File: src/rtl/sram_ft_pkg.sv
package sram_ft_pkg;
  localparam int LANE_W = 9;

  typedef enum logic {
    ORD_LIN = 1'b0,
    ORD_ILV = 1'b1
  } burst_ord_e;

  // low address bits of a beat from its start bits and count
  function automatic logic [1:0] beat_low(logic [1:0] start, logic [1:0] cnt, burst_ord_e ord);
    logic [1:0] res;
    if (ord == ORD_ILV) res = start ^ cnt;
    else                res = start + cnt;
    return res;
  endfunction
endpackage

File: src/rtl/sram_ft_beat_addr.sv
module sram_ft_beat_addr
  import sram_ft_pkg::*;
#(
  parameter int ADDR_W = 6
) (
  input  logic [ADDR_W-1:0] base_i,
  input  logic [1:0]        cnt_i,
  input  logic              ord_i,
  output logic [ADDR_W-1:0] addr_o
);
  burst_ord_e ord;
  assign ord = burst_ord_e'(ord_i);

  always_comb begin
    addr_o      = base_i;
    addr_o[1:0] = beat_low(base_i[1:0], cnt_i, ord);
  end
endmodule

File: src/rtl/sram_ft_ctrl.sv
module sram_ft_ctrl #(
  parameter int ADDR_W = 6,
  parameter int BYTES  = 2
) (
  input  logic              clk_i,
  input  logic              rst_ni,
  input  logic              cen_ni,
  input  logic              ld_ni,
  input  logic              sel_i,
  input  logic              we_ni,
  input  logic [BYTES-1:0]  bwe_ni,
  input  logic [ADDR_W-1:0] addr_i,
  input  logic              ord_i,
  output logic [ADDR_W-1:0] rd_addr_o,
  output logic              rd_vld_o,
  output logic              wr_en_o,
  output logic [ADDR_W-1:0] wr_addr_o,
  output logic [BYTES-1:0]  wr_mask_o
);
  logic              act_q, wr_q;
  logic [ADDR_W-1:0] base_q;
  logic [1:0]        cnt_q;
  logic              act_d, wr_d;
  logic [ADDR_W-1:0] base_d;
  logic [1:0]        cnt_d;
  logic [ADDR_W-1:0] beat_addr;

  logic              wp_vld_q;
  logic [ADDR_W-1:0] wp_addr_q;
  logic [BYTES-1:0]  wp_mask_q;

  always_comb begin
    act_d  = act_q;
    wr_d   = wr_q;
    base_d = base_q;
    cnt_d  = cnt_q;
    if (!ld_ni) begin
      if (sel_i) begin
        act_d  = 1'b1;
        wr_d   = !we_ni;
        base_d = addr_i;
        cnt_d  = 2'd0;
      end else begin
        act_d  = 1'b0;
      end
    end else if (act_q) begin
      cnt_d = cnt_q + 2'd1;
    end
  end

  // address of the beat being sampled at this edge
  sram_ft_beat_addr #(.ADDR_W(ADDR_W)) u_beat_nxt (
    .base_i (base_d),
    .cnt_i  (cnt_d),
    .ord_i  (ord_i),
    .addr_o (beat_addr)
  );

  // address of the beat now in flight
  sram_ft_beat_addr #(.ADDR_W(ADDR_W)) u_beat_cur (
    .base_i (base_q),
    .cnt_i  (cnt_q),
    .ord_i  (ord_i),
    .addr_o (rd_addr_o)
  );

  always_ff @(posedge clk_i or negedge rst_ni) begin
    if (!rst_ni) begin
      act_q     <= 1'b0;
      wr_q      <= 1'b0;
      base_q    <= '0;
      cnt_q     <= '0;
      wp_vld_q  <= 1'b0;
      wp_addr_q <= '0;
      wp_mask_q <= '0;
    end else if (!cen_ni) begin
      act_q     <= act_d;
      wr_q      <= wr_d;
      base_q    <= base_d;
      cnt_q     <= cnt_d;
      wp_vld_q  <= act_d && wr_d;
      wp_addr_q <= beat_addr;
      wp_mask_q <= ~bwe_ni;
    end
  end

  assign rd_vld_o  = act_q && !wr_q;
  assign wr_en_o   = wp_vld_q && !cen_ni;
  assign wr_addr_o = wp_addr_q;
  assign wr_mask_o = wp_mask_q;
endmodule

File: src/rtl/sram_ft_array.sv
module sram_ft_array
  import sram_ft_pkg::*;
#(
  parameter int ADDR_W = 6,
  parameter int BYTES  = 2
) (
  input  logic                      clk_i,
  input  logic                      wr_en_i,
  input  logic [ADDR_W-1:0]         wr_addr_i,
  input  logic [BYTES-1:0]          wr_mask_i,
  input  logic [BYTES*LANE_W-1:0]   wr_data_i,
  input  logic [ADDR_W-1:0]         rd_addr_i,
  output logic [BYTES*LANE_W-1:0]   rd_data_o
);
  localparam int DEPTH = 1 << ADDR_W;

  for (genvar g = 0; g < BYTES; g++) begin : g_lane
    logic [LANE_W-1:0] mem_q [DEPTH];

    always_ff @(posedge clk_i) begin
      if (wr_en_i && wr_mask_i[g]) mem_q[wr_addr_i] <= wr_data_i[g*LANE_W +: LANE_W];
    end

    assign rd_data_o[g*LANE_W +: LANE_W] = mem_q[rd_addr_i];
  end
endmodule

File: src/rtl/sram_ft_top.sv
module sram_ft_top
  import sram_ft_pkg::*;
#(
  parameter int ADDR_W = 6,
  parameter int BYTES  = 2,
  localparam int DW    = BYTES * LANE_W
) (
  input  logic              clk_i,
  input  logic              rst_ni,
  input  logic              cen_ni,
  input  logic              ce1_ni,
  input  logic              ce2_i,
  input  logic              ce3_ni,
  input  logic              ld_ni,
  input  logic              we_ni,
  input  logic [BYTES-1:0]  bwe_ni,
  input  logic [ADDR_W-1:0] addr_i,
  input  logic              ord_i,
  input  logic              oe_ni,
  input  logic [DW-1:0]     dq_i,
  output logic [DW-1:0]     dq_o,
  output logic              dq_oe_o
);
  logic              ce_ok;
  logic [ADDR_W-1:0] rd_addr, wr_addr;
  logic              rd_vld, wr_en;
  logic [BYTES-1:0]  wr_mask;

  assign ce_ok = !ce1_ni && ce2_i && !ce3_ni;

  sram_ft_ctrl #(.ADDR_W(ADDR_W), .BYTES(BYTES)) u_ctrl (
    .clk_i     (clk_i),
    .rst_ni    (rst_ni),
    .cen_ni    (cen_ni),
    .ld_ni     (ld_ni),
    .sel_i     (ce_ok),
    .we_ni     (we_ni),
    .bwe_ni    (bwe_ni),
    .addr_i    (addr_i),
    .ord_i     (ord_i),
    .rd_addr_o (rd_addr),
    .rd_vld_o  (rd_vld),
    .wr_en_o   (wr_en),
    .wr_addr_o (wr_addr),
    .wr_mask_o (wr_mask)
  );

  sram_ft_array #(.ADDR_W(ADDR_W), .BYTES(BYTES)) u_array (
    .clk_i     (clk_i),
    .wr_en_i   (wr_en),
    .wr_addr_i (wr_addr),
    .wr_mask_i (wr_mask),
    .wr_data_i (dq_i),
    .rd_addr_i (rd_addr),
    .rd_data_o (dq_o)
  );

  assign dq_oe_o = rd_vld && !oe_ni;
endmodule

File: config.mk
export PLATFORM = sky130hd
export DESIGN_NAME = sram_ft_top
export DESIGN_NICKNAME = d
export VERILOG_FILES = /design/src/rtl/sram_ft_pkg.sv /design/src/rtl/sram_ft_beat_addr.sv /design/src/rtl/sram_ft_ctrl.sv /design/src/rtl/sram_ft_array.sv /design/src/rtl/sram_ft_top.sv
export SDC_FILE = /design/constraint.sdc
export NUM_CORES = 1
export LEC_CHECK = 0
export CAP_MARGIN = 40
export CORE_ASPECT_RATIO = 0.9
export CORE_MARGIN = 2
export CORE_UTILIZATION = 43
export CTS_BUF_LIST = sky130_fd_sc_hd__clkbuf_16
export CTS_CLUSTER_SIZE = 12
export DETAILED_ROUTE_END_ITERATION = 8
export GPL_TIMING_DRIVEN = 0
export PLACE_DENSITY = 0.59
export SLEW_MARGIN = 5
export SYNTH_ARGS = -nofsm -noshare
export SYNTH_HDL_FRONTEND = slang
export SYNTH_SLANG_ARGS = --single-unit
File: constraint.sdc
create_clock -name clk_i -period 9.25 [get_ports clk_i]
set_input_delay 2.3125 -clock clk_i [delete_from_list [all_inputs] [get_ports clk_i]]
set_output_delay 2.3125 -clock clk_i [all_outputs]
set_load 0.01 [all_outputs]
==> out/metrics.yaml <==
timing:
  relSlewSlack_pct: 28.29
  finClkSkew_ns: 0.03129
  rsz0062_at_grt: "true"
  period_needed_ns: 9.279
  setup_viol: 2
  fin_crit_sh_pct: 100.3
  tightestPinTransition_ns: 1.067
  hold_viol: 0
  drv_slew: 0
  layout_setup_ws_ns: -0.02909
  fmax_ghz: 0.1078
setup_path:
  timing.rr.end: "u_array.g_lane[0].mem_q[37][4]$_DFFE_PP_"
  cp_cell_sequence: "buf_2 -> and2b_2 -> xnor2_2 -> buf_4 -> buf_4 -> buf_4 -> mux4_2 -> a22oi_1 -> and4b_1 -> nand4_1 -> clkdlybuf4s50_1"
  worstPathRequired_ns: 6.94
  crit_type: "in -> out"
  rrSetupSlack_ns: 2.97
  cp-start-kind: "input port"
  crit_top_cell: "buf_4"
  slowest_delay_ns: 0.55
  r2r_cells: 11
  critical_path.slowest_cell: "mux4_2"
  worstPathMaxFanout: 10
  r2r-start: "u_ctrl.wr_addr_o[2]$_DFFE_PN0P_"
  worstSetupEndpointType: "output port"
  arrival_ns: 6.97
  worst-path-buf-inv: 5
  path_delay_family: "buffers and inverters"
grt:
  grt-ovfl-total: 0
  met2_usage_pct: 38.65
  met1_usage_pct: 37.44
  grt_max_degree: 65
  grtUsageMet3_pct: 6.031
  grt_pass1_wl_um: 209700
  grt_antenna_before_repair: 10
  grt_use_total_pct: 26.00
  grt_pass1_vias: 28480
  grt.busiest_layer: "met2"
floorplan:
  die_h_um: 321.4
  die_x_um: 356.6
  start_util_pct: 43.34
  io_pins: 55
  core_area_sq_um: 111000
  rows: 116
  die_area_sq_um: 114600
finish:
  final_util_pct: 50.13
  area_growth_pct: 15.67
  drive_gt1_share_pct: 20.19
  layout.nets: 3136
synthesis:
  synthArstFlopShare_pct: 1.285
  ys_ff_latch: 1167
  syn_nets: 2809
  yosys_warnings: 0
  synthesis.area_sq_um: 48120
  seq_area_frac_synth_pct: 72.67
  synth_ff_type: "edfxtp_1"
  synth_edf_count: 1152
  post_synth.cell_area_avg_sq_um: 17.36
  netlist_instances: 2771
  yosysUniqueCellTypes: 53
placed_design:
  dp_hpwl_um: 107800
  portBuffers: 53
  pre_cts_slack_ns: -0.9311
  gp_congestion: 0.9795
clock_tree:
  cts-root-buf: "clkbuf_16"
  clk_path_buf_depth: 3
  clock_sinks: 1167
  cts_buffers: 119
  post_cts_buffers: 0
  cts_tree: "built"
  clk_latency_ns: 0.75
  path_clk_slew_ns: 0.06
  cts_max_level: 3
route:
  ant_nets: 0
  vias_per_cell: 6.201
  drt_iter0_markers: 4116
  wl_per_cell_um: 31.93
  drcViolationCount: 0
  drt_pass1_iterations: 9
  vias: 28920
  finalWirelength_um: 148900
pwr:
  total_power_uw: 14850
  p_leak_uw: 0.01774
  ir_drop_mv: 0.1853
  power_density_nw_per_um2: 266.8
status:
  violations: "setup timing"
  outcome: "finished, violations left"
min_path:
  holdCritStartpoint: "u_ctrl.wp_vld_q$_DFFE_PN0N_"
  hp-class: "reg -> reg"
  min_to: "u_ctrl.wp_vld_q$_DFFE_PN0N_"
  worstHoldPathCells: 2
job:
  maxCapViolCount: 0
## placed cells by master (no fill, tap or decap), types with 35 or more instances in the layout
master           synthesis  routed
a211oi_1                45      43
a31oi_1                 38      38
buf_2                   38      45
buf_4                    5     119
clkbuf_1               128     125
clkbuf_16                0     120
clkdlybuf4s50_1          0      35
edfxtp_1              1152    1152
inv_1                    4      44
mux2i_1                 85      85
mux4_2                 226     226
nand2_1                186     186
nor2_1                 211     211
nor2b_1                 49      49
nor3_1                  88      84
o211ai_1                46      46
o21ai_0                 74      74
## cell families after synthesis
kind of cell / after synthesis / synth area share [%]
fa+ha+maj: 2 / 0.05200
simple gates: 694 / 7.120
flops: 1167 / 72.67
compound gates: 377 / 5.528
xor+xnor: 5 / 0.1066
buf+inv: 192 / 1.636
mux: 334 / 12.88
## power by group
part | internal (uW) | total (uW) | leakage, uW | switching (uW)
logic | 1700 | 4440 | 0.00528 | 2750
registers | 5830 | 5850 | 0.0105 | 26.2
clock network | 2550 | 4550 | 0.00193 | 2000
total | 10100 | 14800 | 0.0177 | 4770
## state kept, by name (all words and copies together), names as in the netlist
name and flops:
u_ctrl.wr_mask_o 2, u_ctrl.act_q 1, u_ctrl.base_q 2, u_array.g_lane.mem_q 1152, u_ctrl.wr_addr_o 6, u_ctrl.cnt_q 2, u_ctrl.wr_q 1, u_ctrl.wp_vld_q 1
## cell usage after synthesis, types with 3 or more instances
master,instances,share of area [%]
a21bo_2,15,0.31
a21oi_1,22,0.23
nor3_1,88,0.92
o41ai_1,4,0.073
o31ai_1,5,0.078
dfrtp_1,15,0.78
or3_1,11,0.14
nor2_1,211,1.6
buf_1,17,0.13
o221ai_1,30,0.55
mux2i_1,85,1.8
buf_2,38,0.40
nand2b_1,16,0.21
nand2_1,186,1.5
edfxtp_1,1152,72
inv_1,4,0.031
nand4_1,20,0.26
o21a_1,30,0.47
nor4_1,5,0.065
and3b_1,30,0.55
or4_1,15,0.23
mux4_2,226,11
nor2b_1,49,0.64
nand3_1,20,0.21
a311oi_1,8,0.15
mux2_2,23,0.54
a31oi_1,38,0.49
and4b_1,15,0.31
o2111ai_1,5,0.091
o31a_1,15,0.27
clkbuf_1,128,1.0
o21ai_0,74,0.77
a211oi_1,45,0.70
and4_1,15,0.27
buf_4,5,0.078
o211ai_1,46,0.72
xnor2_1,3,0.055
a22oi_1,33,0.51
a22o_1,3,0.055
## through the flow
stage               hold WS [ns]  setup TNS (ns)  cell area (sq um)  cells
floorplan                 0.4455               0              48120   2771
global placement          0.4648          -5.670              50490   4299
detailed placement        0.4711          -7.146              51930   4448
CTS                       0.4845               0              55600   4656
global route              0.5260        -0.02814              55650   4660
finish                    0.4865        -0.03279              55660   4664
## layout make-up
type	count	area, sq um
clock inverters	88	626.9
diodes	4	10.01
repair buffers	206	1971
multi-input cells	1412	12410
clock buffers	120	3003
plain buffers	188	808.3
flip-flops and latches	1167	34970
fillers	9115	55370
well taps	1475	1846
inverters	4	15.01
## worst max-delay path by stage
stage	cells past startpoint	startpoint	slack, ns	endpoint
after floorplan	8	ord_i	1.87	dq_o[16]
after global placement	13	ord_i	-0.82	dq_o[4]
after detailed placement	13	ord_i	-0.93	dq_o[4]
after CTS	11	ord_i	0.04	dq_o[4]
after global routing	11	ord_i	-0.03	dq_o[4]
final	11	ord_i	-0.03	dq_o[6]
## tightest hold or removal path, delay by kind of cell, from the launching register on
family | cells | cell delay (ns)
AO/OA/AOI/OAI | 1 | 0.06
flip-flops | 1 | 0.33
AND/OR/NAND/NOR | 1 | 0.06
## per-layer routing
layer	vias up	wire, um
met4	6	5585
met5	-	41
met1	14950	61090
met3	297	16000
li1	11880	-
met2	1785	66220
## what timing repair did
| action | 4_1_cts | 5_1_grt |
|---|---|---|
| hold buffers | 0 | 0 |
| resized for setup | 11 | 6 |
| setup endpoints to repair | 15 | 4 |
No activity file was read; power rests on OpenSTA's default activity.
